==> src/rtl/lic_pkg.sv <==
package lic_pkg;
   localparam int unsigned BANK_W      = 32;
   localparam int unsigned BANK_STRIDE = 'h20;
   localparam int unsigned OFS_REV     = 'h00;
   localparam int unsigned OFS_CFG     = 'h10;
   localparam int unsigned OFS_STAT    = 'h14;
   localparam int unsigned OFS_SIR     = 'h40;
   localparam int unsigned OFS_ACK     = 'h48;
   localparam int unsigned OFS_MCLR    = 'h88;
   localparam int unsigned OFS_MSET    = 'h8C;
   localparam int unsigned OFS_PEND    = 'h98;
   localparam int unsigned SPUR_BIT    = 7;
endpackage

==> src/rtl/lic_mask_bank.sv <==
module lic_mask_bank #(
   parameter int unsigned W = 32
) (
   input  logic         clk,
   input  logic         rst_n,
   input  logic         soft_rst,
   input  logic         set_we,
   input  logic         clr_we,
   input  logic [W-1:0] wdata,
   input  logic [W-1:0] src,
   output logic [W-1:0] mask_q,
   output logic [W-1:0] pend
);
   always_ff @(posedge clk or negedge rst_n) begin
      if (!rst_n)        mask_q <= '1;
      else if (soft_rst) mask_q <= '1;
      else if (set_we)   mask_q <= mask_q | wdata;
      else if (clr_we)   mask_q <= mask_q & ~wdata;
   end

   assign pend = src & ~mask_q;
endmodule

==> src/rtl/lic_pick.sv <==
module lic_pick #(
   parameter int unsigned N   = 96,
   parameter int unsigned IDW = $clog2(N)
) (
   input  logic [N-1:0]   pend,
   output logic           any,
   output logic [IDW-1:0] idx
);
   // lowest index wins: scan downward so the last hit is the smallest
   always_comb begin
      any = 1'b0;
      idx = '0;
      for (int i = N - 1; i >= 0; i--) begin
         if (pend[i]) begin
            any = 1'b1;
            idx = IDW'(i);
         end
      end
   end
endmodule

==> src/rtl/lic_sysctl.sv <==
module lic_sysctl #(
   parameter int unsigned RST_CYCLES = 4
) (
   input  logic       clk,
   input  logic       rst_n,
   input  logic       cfg_we,
   input  logic [1:0] cfg_wdata,
   output logic       soft_rst,
   output logic       autoidle,
   output logic       rst_done
);
   localparam int unsigned CW = $clog2(RST_CYCLES + 1);

   logic [CW-1:0] cnt_q;

   assign soft_rst = cfg_we & cfg_wdata[1];
   assign rst_done = (cnt_q == '0);

   always_ff @(posedge clk or negedge rst_n) begin
      if (!rst_n) begin
         cnt_q    <= '0;
         autoidle <= 1'b0;
      end else if (soft_rst) begin
         cnt_q    <= CW'(RST_CYCLES);
         autoidle <= 1'b0;
      end else begin
         if (cnt_q != '0) cnt_q <= cnt_q - 1'b1;
         if (cfg_we)      autoidle <= cfg_wdata[0];
      end
   end
endmodule

==> src/rtl/lvl_irq_ctrl.sv <==
module lvl_irq_ctrl #(
   parameter int unsigned NUM_SRC    = 96,
   parameter int unsigned ADDR_W     = 12,
   parameter logic [3:0]  REV_MAJOR  = 4'd2,
   parameter logic [3:0]  REV_MINOR  = 4'd0,
   parameter int unsigned RST_CYCLES = 4
) (
   input  logic               clk,
   input  logic               rst_n,
   input  logic [NUM_SRC-1:0] irq_src,
   input  logic               wr_en,
   input  logic [ADDR_W-1:0]  addr,
   input  logic [31:0]        wdata,
   output logic [31:0]        rdata,
   output logic               cpu_irq
);
   import lic_pkg::*;

   localparam int unsigned NB  = NUM_SRC / BANK_W;
   localparam int unsigned IDW = $clog2(NUM_SRC);

   if (NUM_SRC % BANK_W != 0) begin : g_bad_num
      $error("NUM_SRC must be a multiple of the bank width");
   end
   if (IDW > SPUR_BIT) begin : g_bad_idw
      $error("interrupt number must fit below the spurious flag bit");
   end
   if (RST_CYCLES < 1) begin : g_bad_rst
      $error("RST_CYCLES must be at least 1");
   end
   if (ADDR_W < 8 || OFS_PEND + (NB - 1) * BANK_STRIDE >= (1 << ADDR_W)) begin : g_bad_addr
      $error("ADDR_W too small for the bank registers");
   end

   logic               soft_rst;
   logic               autoidle;
   logic               rst_done;
   logic               ack_we;
   logic               cfg_we;
   logic [NUM_SRC-1:0] mask_all;
   logic [NUM_SRC-1:0] pend_all;
   logic               pick_any;
   logic [IDW-1:0]     pick_idx;
   logic               lat_valid;
   logic [IDW-1:0]     lat_id;
   logic               spurious;

   assign ack_we = wr_en && (addr == ADDR_W'(OFS_ACK)) && wdata[0];
   assign cfg_we = wr_en && (addr == ADDR_W'(OFS_CFG));

   lic_sysctl #(.RST_CYCLES(RST_CYCLES)) u_sysctl (
      .clk       (clk),
      .rst_n     (rst_n),
      .cfg_we    (cfg_we),
      .cfg_wdata (wdata[1:0]),
      .soft_rst  (soft_rst),
      .autoidle  (autoidle),
      .rst_done  (rst_done)
   );

   for (genvar b = 0; b < NB; b++) begin : g_bank
      logic set_hit;
      logic clr_hit;
      assign set_hit = wr_en && (addr == ADDR_W'(OFS_MSET + b * BANK_STRIDE));
      assign clr_hit = wr_en && (addr == ADDR_W'(OFS_MCLR + b * BANK_STRIDE));

      lic_mask_bank #(.W(BANK_W)) u_bank (
         .clk      (clk),
         .rst_n    (rst_n),
         .soft_rst (soft_rst),
         .set_we   (set_hit),
         .clr_we   (clr_hit),
         .wdata    (wdata),
         .src      (irq_src[b*BANK_W +: BANK_W]),
         .mask_q   (mask_all[b*BANK_W +: BANK_W]),
         .pend     (pend_all[b*BANK_W +: BANK_W])
      );
   end

   lic_pick #(.N(NUM_SRC), .IDW(IDW)) u_pick (
      .pend (pend_all),
      .any  (pick_any),
      .idx  (pick_idx)
   );

   always_ff @(posedge clk or negedge rst_n) begin
      if (!rst_n) begin
         lat_valid <= 1'b0;
         lat_id    <= '0;
      end else if (soft_rst || ack_we) begin
         lat_valid <= 1'b0;
      end else if (!lat_valid && pick_any) begin
         lat_valid <= 1'b1;
         lat_id    <= pick_idx;
      end
   end

   assign cpu_irq  = lat_valid;
   assign spurious = !lat_valid || !pend_all[lat_id];

   always_comb begin
      rdata = '0;
      if (addr == ADDR_W'(OFS_REV)) begin
         rdata[7:0] = {REV_MAJOR, REV_MINOR};
      end else if (addr == ADDR_W'(OFS_CFG)) begin
         rdata[0] = autoidle;
      end else if (addr == ADDR_W'(OFS_STAT)) begin
         rdata[0] = rst_done;
      end else if (addr == ADDR_W'(OFS_SIR)) begin
         rdata[SPUR_BIT] = spurious;
         if (lat_valid) rdata[IDW-1:0] = lat_id;
      end
      for (int b = 0; b < NB; b++) begin
         if (addr == ADDR_W'(OFS_PEND + b * BANK_STRIDE))
            rdata = pend_all[b*BANK_W +: BANK_W];
      end
   end
endmodule

==> config.mk <==
export PLATFORM = sky130hd
export DESIGN_NAME = lvl_irq_ctrl
export DESIGN_NICKNAME = d
export VERILOG_FILES = /design/src/rtl/lic_pkg.sv /design/src/rtl/lic_mask_bank.sv /design/src/rtl/lic_pick.sv /design/src/rtl/lic_sysctl.sv /design/src/rtl/lvl_irq_ctrl.sv
export SDC_FILE = /design/constraint.sdc
export NUM_CORES = 1
export LEC_CHECK = 0
export BUFFER_PORTS_ARGS = -buffer_cell sky130_fd_sc_hd__buf_2
export CORE_ASPECT_RATIO = 1.2
export CORE_MARGIN = 3
export CORE_UTILIZATION = 45
export CTS_CLUSTER_DIAMETER = 100
export DETAILED_ROUTE_END_ITERATION = 10
export PLACE_DENSITY = 0.78
export SYNTH_ARGS = -nofsm -noshare
export SYNTH_HDL_FRONTEND = slang
export SYNTH_SLANG_ARGS = --single-unit
==> constraint.sdc <==
create_clock -name clk -period 2.5 [get_ports clk]
set_input_delay 0.125 -clock clk [delete_from_list [all_inputs] [get_ports clk]]
set_output_delay 0.125 -clock clk [all_outputs]
set_load 0.02 [all_outputs]
==> flow_metrics.py, run 1 <==
metrics = {
    "cts": {
        "htree_levels": 3,
        "root_buffer": "clkbuf_16",
        "clk_latency_ps": 370,
        "cts_buffers": 9,
        "cts_sinks": 108,
        "path_clk_slew_ps": 90,
        "cts_tree": "built",
        "cts_buffer_depth": 2,
    },
    "setup_path": {
        "regToRegSetupSlack_ps": -120,
        "reg2reg_depth": 8,
        "cp_max_fo": 12,
        "path_class": "flop to output port",
        "r2r-end": "lat_id[4]",
        "reg2reg_from": "g_bank[0].u_bank.mask_q[21]",
        "start_kind": "flop",
        "critical_path_required_ps": 2380,
        "cp-end-kind": "output port",
        "crit_arrival_ps": 2840,
    },
    "synth": {
        "synth_top_cells_by_area": "dfstp_2 31%, nand2_1 8.7%, nand2b_1 6.3%, o21ai_0 5.7%, a21oi_1 5.0%",
        "synth_ff_type": "dfstp_2",
        "ys_async_sr_fraction_pct": 100,
        "avgSynthCellArea_um2": 8.08,
        "synth_top_family_by_area": "simple AND/OR/NAND/NOR gates",
        "yosys.area.top_type": "dfstp_2",
        "yosys_warnings": 0,
        "ys_seq_area_share_pct": 34.2,
        "synth.most_common_cell": "nand2_1",
        "synth_cell_type_count": 73,
        "yosys.area_share.simple_pct": 30.2,
        "synth_cells": 1023,
        "synth_fa_ha_area_share_pct": 0.303,
        "synth_commonest_cells": "192 x nand2_1, 96 x dfstp_2, 94 x o21ai_0",
        "synth_xor_xnor_area_share_pct": 0.106,
        "synthesis.nets": 1168,
        "synth_top_area_share_pct": 30.5,
        "synth_area_um2": 8260,
        "synth_edf_count": 0,
        "synth_mux_area_share_pct": 6.16,
        "ys_seq_elements": 108,
        "synth_compound_area_share_pct": 24.7,
    },
    "power_and_ir_drop": {
        "ir_drop_v": 0.000390,
        "leakagePower_nw": 5.06,
        "power_density_nw_per_um2": 390,
    },
    "route": {
        "vias": 9968,
        "drc": 0,
        "dr.pass1.iters": 6,
        "wl_um": 38200,
        "drtAntennaViolNets": 0,
        "routed_via_density": 6.31,
        "drt-initial-drc-count": 1001,
        "wl_per_cell_um": 24.2,
    },
    "sta": {
        "fin_crit_sh_pct": 118,
        "slew_violations": 0,
        "rsz0062_at_grt": "true",
        "whs_ps": 15.8,
        "tns_ps": -996,
        "skew_ps": 14.3,
        "slew_headroom_pct": 62.0,
        "period_minus_slack_ps": 2960,
        "setup_ws_ps": -461,
        "finalHoldViolations": 0,
        "max_freq_mhz": 338,
        "setup_viol": 7,
        "worst_pin_slew_ps": 565,
    },
    "floorplan": {
        "ioPinCount": 176,
        "die_area_um2": 20000,
        "rows": 53,
        "die_h_um": 154,
        "die_w_um": 130,
        "core_area_um2": 17800,
        "initial_core_util_pct": 46.5,
    },
    "global_route": {
        "antenna_found_initial": 0,
        "grt_max_degree": 63,
        "grt.busiest_layer": "met2",
        "grt_pass1_vias": 9682,
        "grt_first_pass_wirelength_um": 56900,
        "grt_usage_pct": 37.5,
        "grt_use_met1_pct": 50.7,
        "use_met3_pct": 7.39,
        "grt_use_met2_pct": 58.0,
        "grt_overflow": 0,
    },
    "placed_design": {
        "place_congestion": 1.04,
        "dpl_worst_slack_ps": -370,
        "portBuffers": 175,
        "hpwl_um": 30700,
        "placed_cell_area_um2": 10700,
    },
    "layout": {
        "area_delta_synth_final_pct": 36.5,
        "fin_util_pct": 63.4,
        "drive_gt1_share_pct": 40.9,
        "n_antenna_cell": 0,
        "final_nets": 1500,
        "fin_area_um2": 11300,
    },
    "hold_path": {
        "hold_depth": 3,
        "hold_path_startpoint": "wdata[5]",
        "hold-path-endpoint": "g_bank[2].u_bank.mask_q[5]",
        "min_path_type": "input port to flop",
    },
    "status": {
        "violations": "negative setup slack",
        "status": "finished with violations",
    },
    "run": {
        "max-cap-violations": 0,
    },
}
==> cell families (layout without fill, tap and decap cells) <==
logic type      count (synthesis)  count (layout)
simple gates                  480             480
compound gates                321             321
flops                         108             108
buf+inv                        83             420
mux                            28              28
fa+ha+maj                       2               2
xor+xnor                        1               1
==> metrics by stage <==
step,power (mW),instances
floorplan,2.27,1023
detailed placement,2.81,1562
global route,4.53,1580
CTS,4.38,1580
global placement,2.79,1562
finish,4.40,1580
==> power by group <==
group	leakage, nW	switching [mW]	internal (mW)	total [mW]
Combinational	3.76	0.565	0.429	0.994
Sequential	1.14	0.0287	1.81	1.84
Clock	0.152	0.775	0.797	1.57
==> cell usage in the layout, fill, tap and decap left out, drive strengths merged, types with 4 or more instances in the layout <==
cell / n
nand2: 192
buf: 367
clkbuf: 9
a22oi: 7
nor4: 19
or4: 5
a2111oi: 8
nand2b: 83
nor3: 8
nor2b: 57
o22ai: 5
a221o: 14
o211ai: 35
a31oi: 6
nand3: 16
nand4: 23
dfrtp: 12
mux4: 18
and3: 8
dfstp: 96
o31ai: 5
nor2: 46
o21ai: 99
inv: 38
mux2i: 7
o221ai: 18
a21oi: 83
a211oi: 12
and2: 4
==> state kept, by name (all words and copies together) (netlist names) <==
register,count
cpu_irq,1
u_sysctl.cnt_q,3
lat_id,7
u_sysctl.autoidle,1
g_bank.u_bank.mask_q,96
==> how the worst max path moves through the flow <==
stage	startpoint	cells past startpoint	endpoint
3_5_place_dp	g_bank[2].u_bank.mask_q[10]	8	lat_id[3]
6_report	lat_id[1]	9	rdata[7]
2_1_floorplan	g_bank[1].u_bank.mask_q[5]	7	lat_id[4]
4_1_cts	lat_id[2]	9	rdata[7]
5_1_grt	g_bank[2].u_bank.mask_q[20]	10	rdata[7]
3_3_place_gp	lat_id[4]	9	rdata[7]
==> cell type report <==
cell class / count / area [µm²]
sequential: 108 / 2820
multi-input combinational: 832 / 5260
tap: 220 / 275
fill: 1551 / 6500
inverter: 36 / 139
clock inverter: 7 / 81.3
timing repair buffer: 368 / 2470
clock buffer: 9 / 225
==> timing repair <==
action                                  in CTS  in global routing
endpoints found under the setup margin       8                  8
hold buffers                                 1                  0
setup buffers                                2                  0
gates resized for setup                     27                 21
endpoints found under the hold margin       20                  0
pin swaps                                    7                  9
==> layer usage <==
metal | wire length, µm | part of all wire [%]
met1 | 14900 | 39
met2 | 17600 | 46
met3 | 3690 | 9.7
met4 | 1920 | 5.0
met5 | 0 | 0
==> critical path, cell delays in order, from the launching register on <==
cell and delay (ps):
dfrtp_1 460, buf_6 220, mux4_2 530, nand2b_1 100, o211a_1 140, o21ai_0 140
a31oi_1 270, o21ai_2 100, a221o_1 370, buf_6 150
(Power assumes the default switching activity.)
==> run 2: changes to the inputs <==
--- a/config.mk
+++ b/config.mk
@@ -5,13 +5,13 @@
 export SDC_FILE = /design/constraint.sdc
 export NUM_CORES = 1
 export LEC_CHECK = 0
-export BUFFER_PORTS_ARGS = -buffer_cell sky130_fd_sc_hd__buf_2
 export CORE_ASPECT_RATIO = 1.2
 export CORE_MARGIN = 3
 export CORE_UTILIZATION = 45
 export CTS_CLUSTER_DIAMETER = 100
 export DETAILED_ROUTE_END_ITERATION = 10
-export PLACE_DENSITY = 0.78
+export DONT_BUFFER_PORTS = 1
+export PLACE_DENSITY = 0.7
 export SYNTH_ARGS = -nofsm -noshare
 export SYNTH_HDL_FRONTEND = slang
 export SYNTH_SLANG_ARGS = --single-unit
==> run 2 against run 1 <==
Against the previous run: the flow finishes with violations (negative hold slack, negative setup slack); register-to-register slack improved by 50 ps; sequential power is essentially flat; count of clock-buffer cells in the layout unchanged; routed wire length down 2.3%; maximum frequency is 2.4% higher; sequential share of layout area increased by 1.1 points; via count fell by 6.2%; non-clock buffer count decreased by 134; final area fell by 4.2%; flip-flop and latch count unchanged; first-iteration DRC count is 13% lower; combinational power shrank 16%.
==> flow_metrics.py, run 2 (same netlist as run 1, synthesis figures left out) <==
metrics = {
    "sta": {
        "fin_crit_sh_pct": 116,
        "rsz0062_at_grt": "true",
        "skew_ps": 11.2,
        "worst_pin_slew_ps": 547,
        "period_minus_slack_ps": 2890,
        "whs_ps": -555,
        "slew_violations": 0,
        "tns_ps": -617,
        "slew_headroom_pct": 63.2,
        "setup_ws_ps": -392,
        "setup_viol": 7,
        "max_freq_mhz": 346,
        "finalHoldViolations": 108,
    },
    "power_and_ir_drop": {
        "power_mw": 4.30,
        "ir_drop_v": 0.000325,
        "leakagePower_nw": 4.51,
        "power_density_nw_per_um2": 398,
    },
    "cts": {
        "clk_latency_ps": 380,
        "ctsHoldBuffers": 32,
        "cts_tree": "built",
        "cts_buffers": 9,
        "root_buffer": "clkbuf_16",
        "htree_levels": 3,
        "cts_buffer_depth": 2,
        "path_clk_slew_ps": 90,
        "cts_sinks": 108,
    },
    "setup_path": {
        "critical_path_required_ps": 2380,
        "cp_max_fo": 2,
        "cp_slowest_stage_delay_ps": 500,
        "cp_num_buf_inv": 0,
        "critPathTopFamily": "compound AO/OA/AOI/OAI gates",
        "crit_arrival_ps": 2770,
        "cp-end-kind": "output port",
        "cpMostUsedCell": "nand2b_1",
        "path_class": "flop to output port",
        "start_kind": "flop",
        "crit_slowest_cell": "mux4_2",
        "path_cells": "nand2b_1, mux4_2, nand2b_1, a21oi_1, nand4b_1, a311oi_2, o21ai_2, a221o_2",
    },
    "hold_path": {
        "min_path_type": "input port to asynchronous set/reset pin",
    },
    "status": {
        "violations": "negative hold slack, negative setup slack",
        "status": "finished with violations",
    },
    "layout": {
        "layout_common_cells": "191 x nand2_1, 190 x buf_4, 96 x dfstp_2, 89 x o21ai_0, 82 x a21oi_1",
        "final_nets": 1367,
        "top_regs": "g_bank.u_bank.mask_q x96, lat_id x7, u_sysctl.cnt_q x3",
        "top_register": "g_bank.u_bank.mask_q",
        "n_antenna_cell": 0,
        "drive_gt1_share_pct": 33.0,
        "largest_reg_flops": 96,
        "n_fill_cell": 1593,
        "final_common_cell": "nand2_1",
        "fin_util_pct": 60.8,
        "area_delta_synth_final_pct": 30.8,
    },
    "route": {
        "dr.pass1.iters": 5,
        "drtAntennaViolNets": 0,
        "wl_um": 37300,
        "vias": 9351,
        "drc": 0,
        "drt-initial-drc-count": 870,
        "routed_via_density": 6.46,
        "wl_per_cell_um": 25.8,
    },
    "global_route": {
        "antenna_found_initial": 0,
        "grt_max_degree": 109,
        "grt_pass1_vias": 9111,
        "grt_usage_pct": 36.8,
        "grt_overflow": 0,
        "grt_first_pass_wirelength_um": 55300,
    },
    "placed_design": {
        "hpwl_um": 28700,
        "dpl_worst_slack_ps": -308,
        "place_congestion": 1.03,
        "portBuffers": 0,
    },
    "run": {
        "max-cap-violations": 0,
    },
    "floorplan": {
        "die_area_um2": 20000,
        "ioPinCount": 176,
        "initial_core_util_pct": 46.5,
        "die_h_um": 154,
        "rows": 53,
        "core_area_um2": 17800,
        "die_w_um": 130,
    },
}
## run 2: cell types whose count changed in the layout (fill, tap and decap cells not counted), sizes merged
cell         change
clkinv           -1
dlygate4sd3     +31
clkinvlp         +2
buf            -165
## run 2: power breakdown
part	switching (mW)	total, mW	internal [mW]
Clock	0.820	1.63	0.809
Combinational	0.468	0.837	0.369
Sequential	0.0283	1.84	1.81
## run 2: path summary, 6_finish.rpt
path,cells past startpoint,slack (ps),start,to
max in group asynchronous,0,2790,rst_n,g_bank[2].u_bank.mask_q[3]
worst min-delay path,0,-550,rst_n,lat_id[4]
worst max register to register,11,-70,g_bank[2].u_bank.mask_q[19],lat_id[1]
worst min register to register,2,470,g_bank[2].u_bank.mask_q[2],g_bank[2].u_bank.mask_q[2]
min in group clk,3,50,wdata[0],g_bank[2].u_bank.mask_q[0]
worst max-delay path,8,-390,g_bank[0].u_bank.mask_q[24],rdata[7]
## run 2: stage by stage
step | cells | cell area (µm²)
after floorplan | 1023 | 8260
after global placement | 1387 | 9810
after detailed placement | 1387 | 9810
after CTS | 1443 | 10700
after global routing | 1447 | 10800
final | 1447 | 10800
## run 2: repair_timing
item | 4_1_cts | 5_1_grt
resized for setup | 47 | 22
endpoints found under the setup margin | 8 | 8
hold endpoints to repair | 205 | 108
pin swaps | 9 | 9
setup buffers | 8 | 5
gates cloned | 1 | 0
## run 2: layer usage
metal | up-vias | track usage (%) | wire length, µm
met2 | 543 | 59.5 | 17800
met4 | 0 | 16.2 | 1800
met1 | 4561 | 47.6 | 14600
met5 | - | 0 | 0
met3 | 105 | 7.18 | 3180
li1 | 4142 | - | -
## run 2: cell type report
cell class                 count  area, µm²  area share [%]
timing repair inverter         1       5.00          0.0463
clock inverter                 7       93.8           0.869
timing repair buffer         234       1930            17.9
multi-input combinational    832       5310            49.1
sequential                   108       2830            26.2
inverter                      36        139            1.29
clock buffer                   9        225            2.08
tap                          220        275            2.55
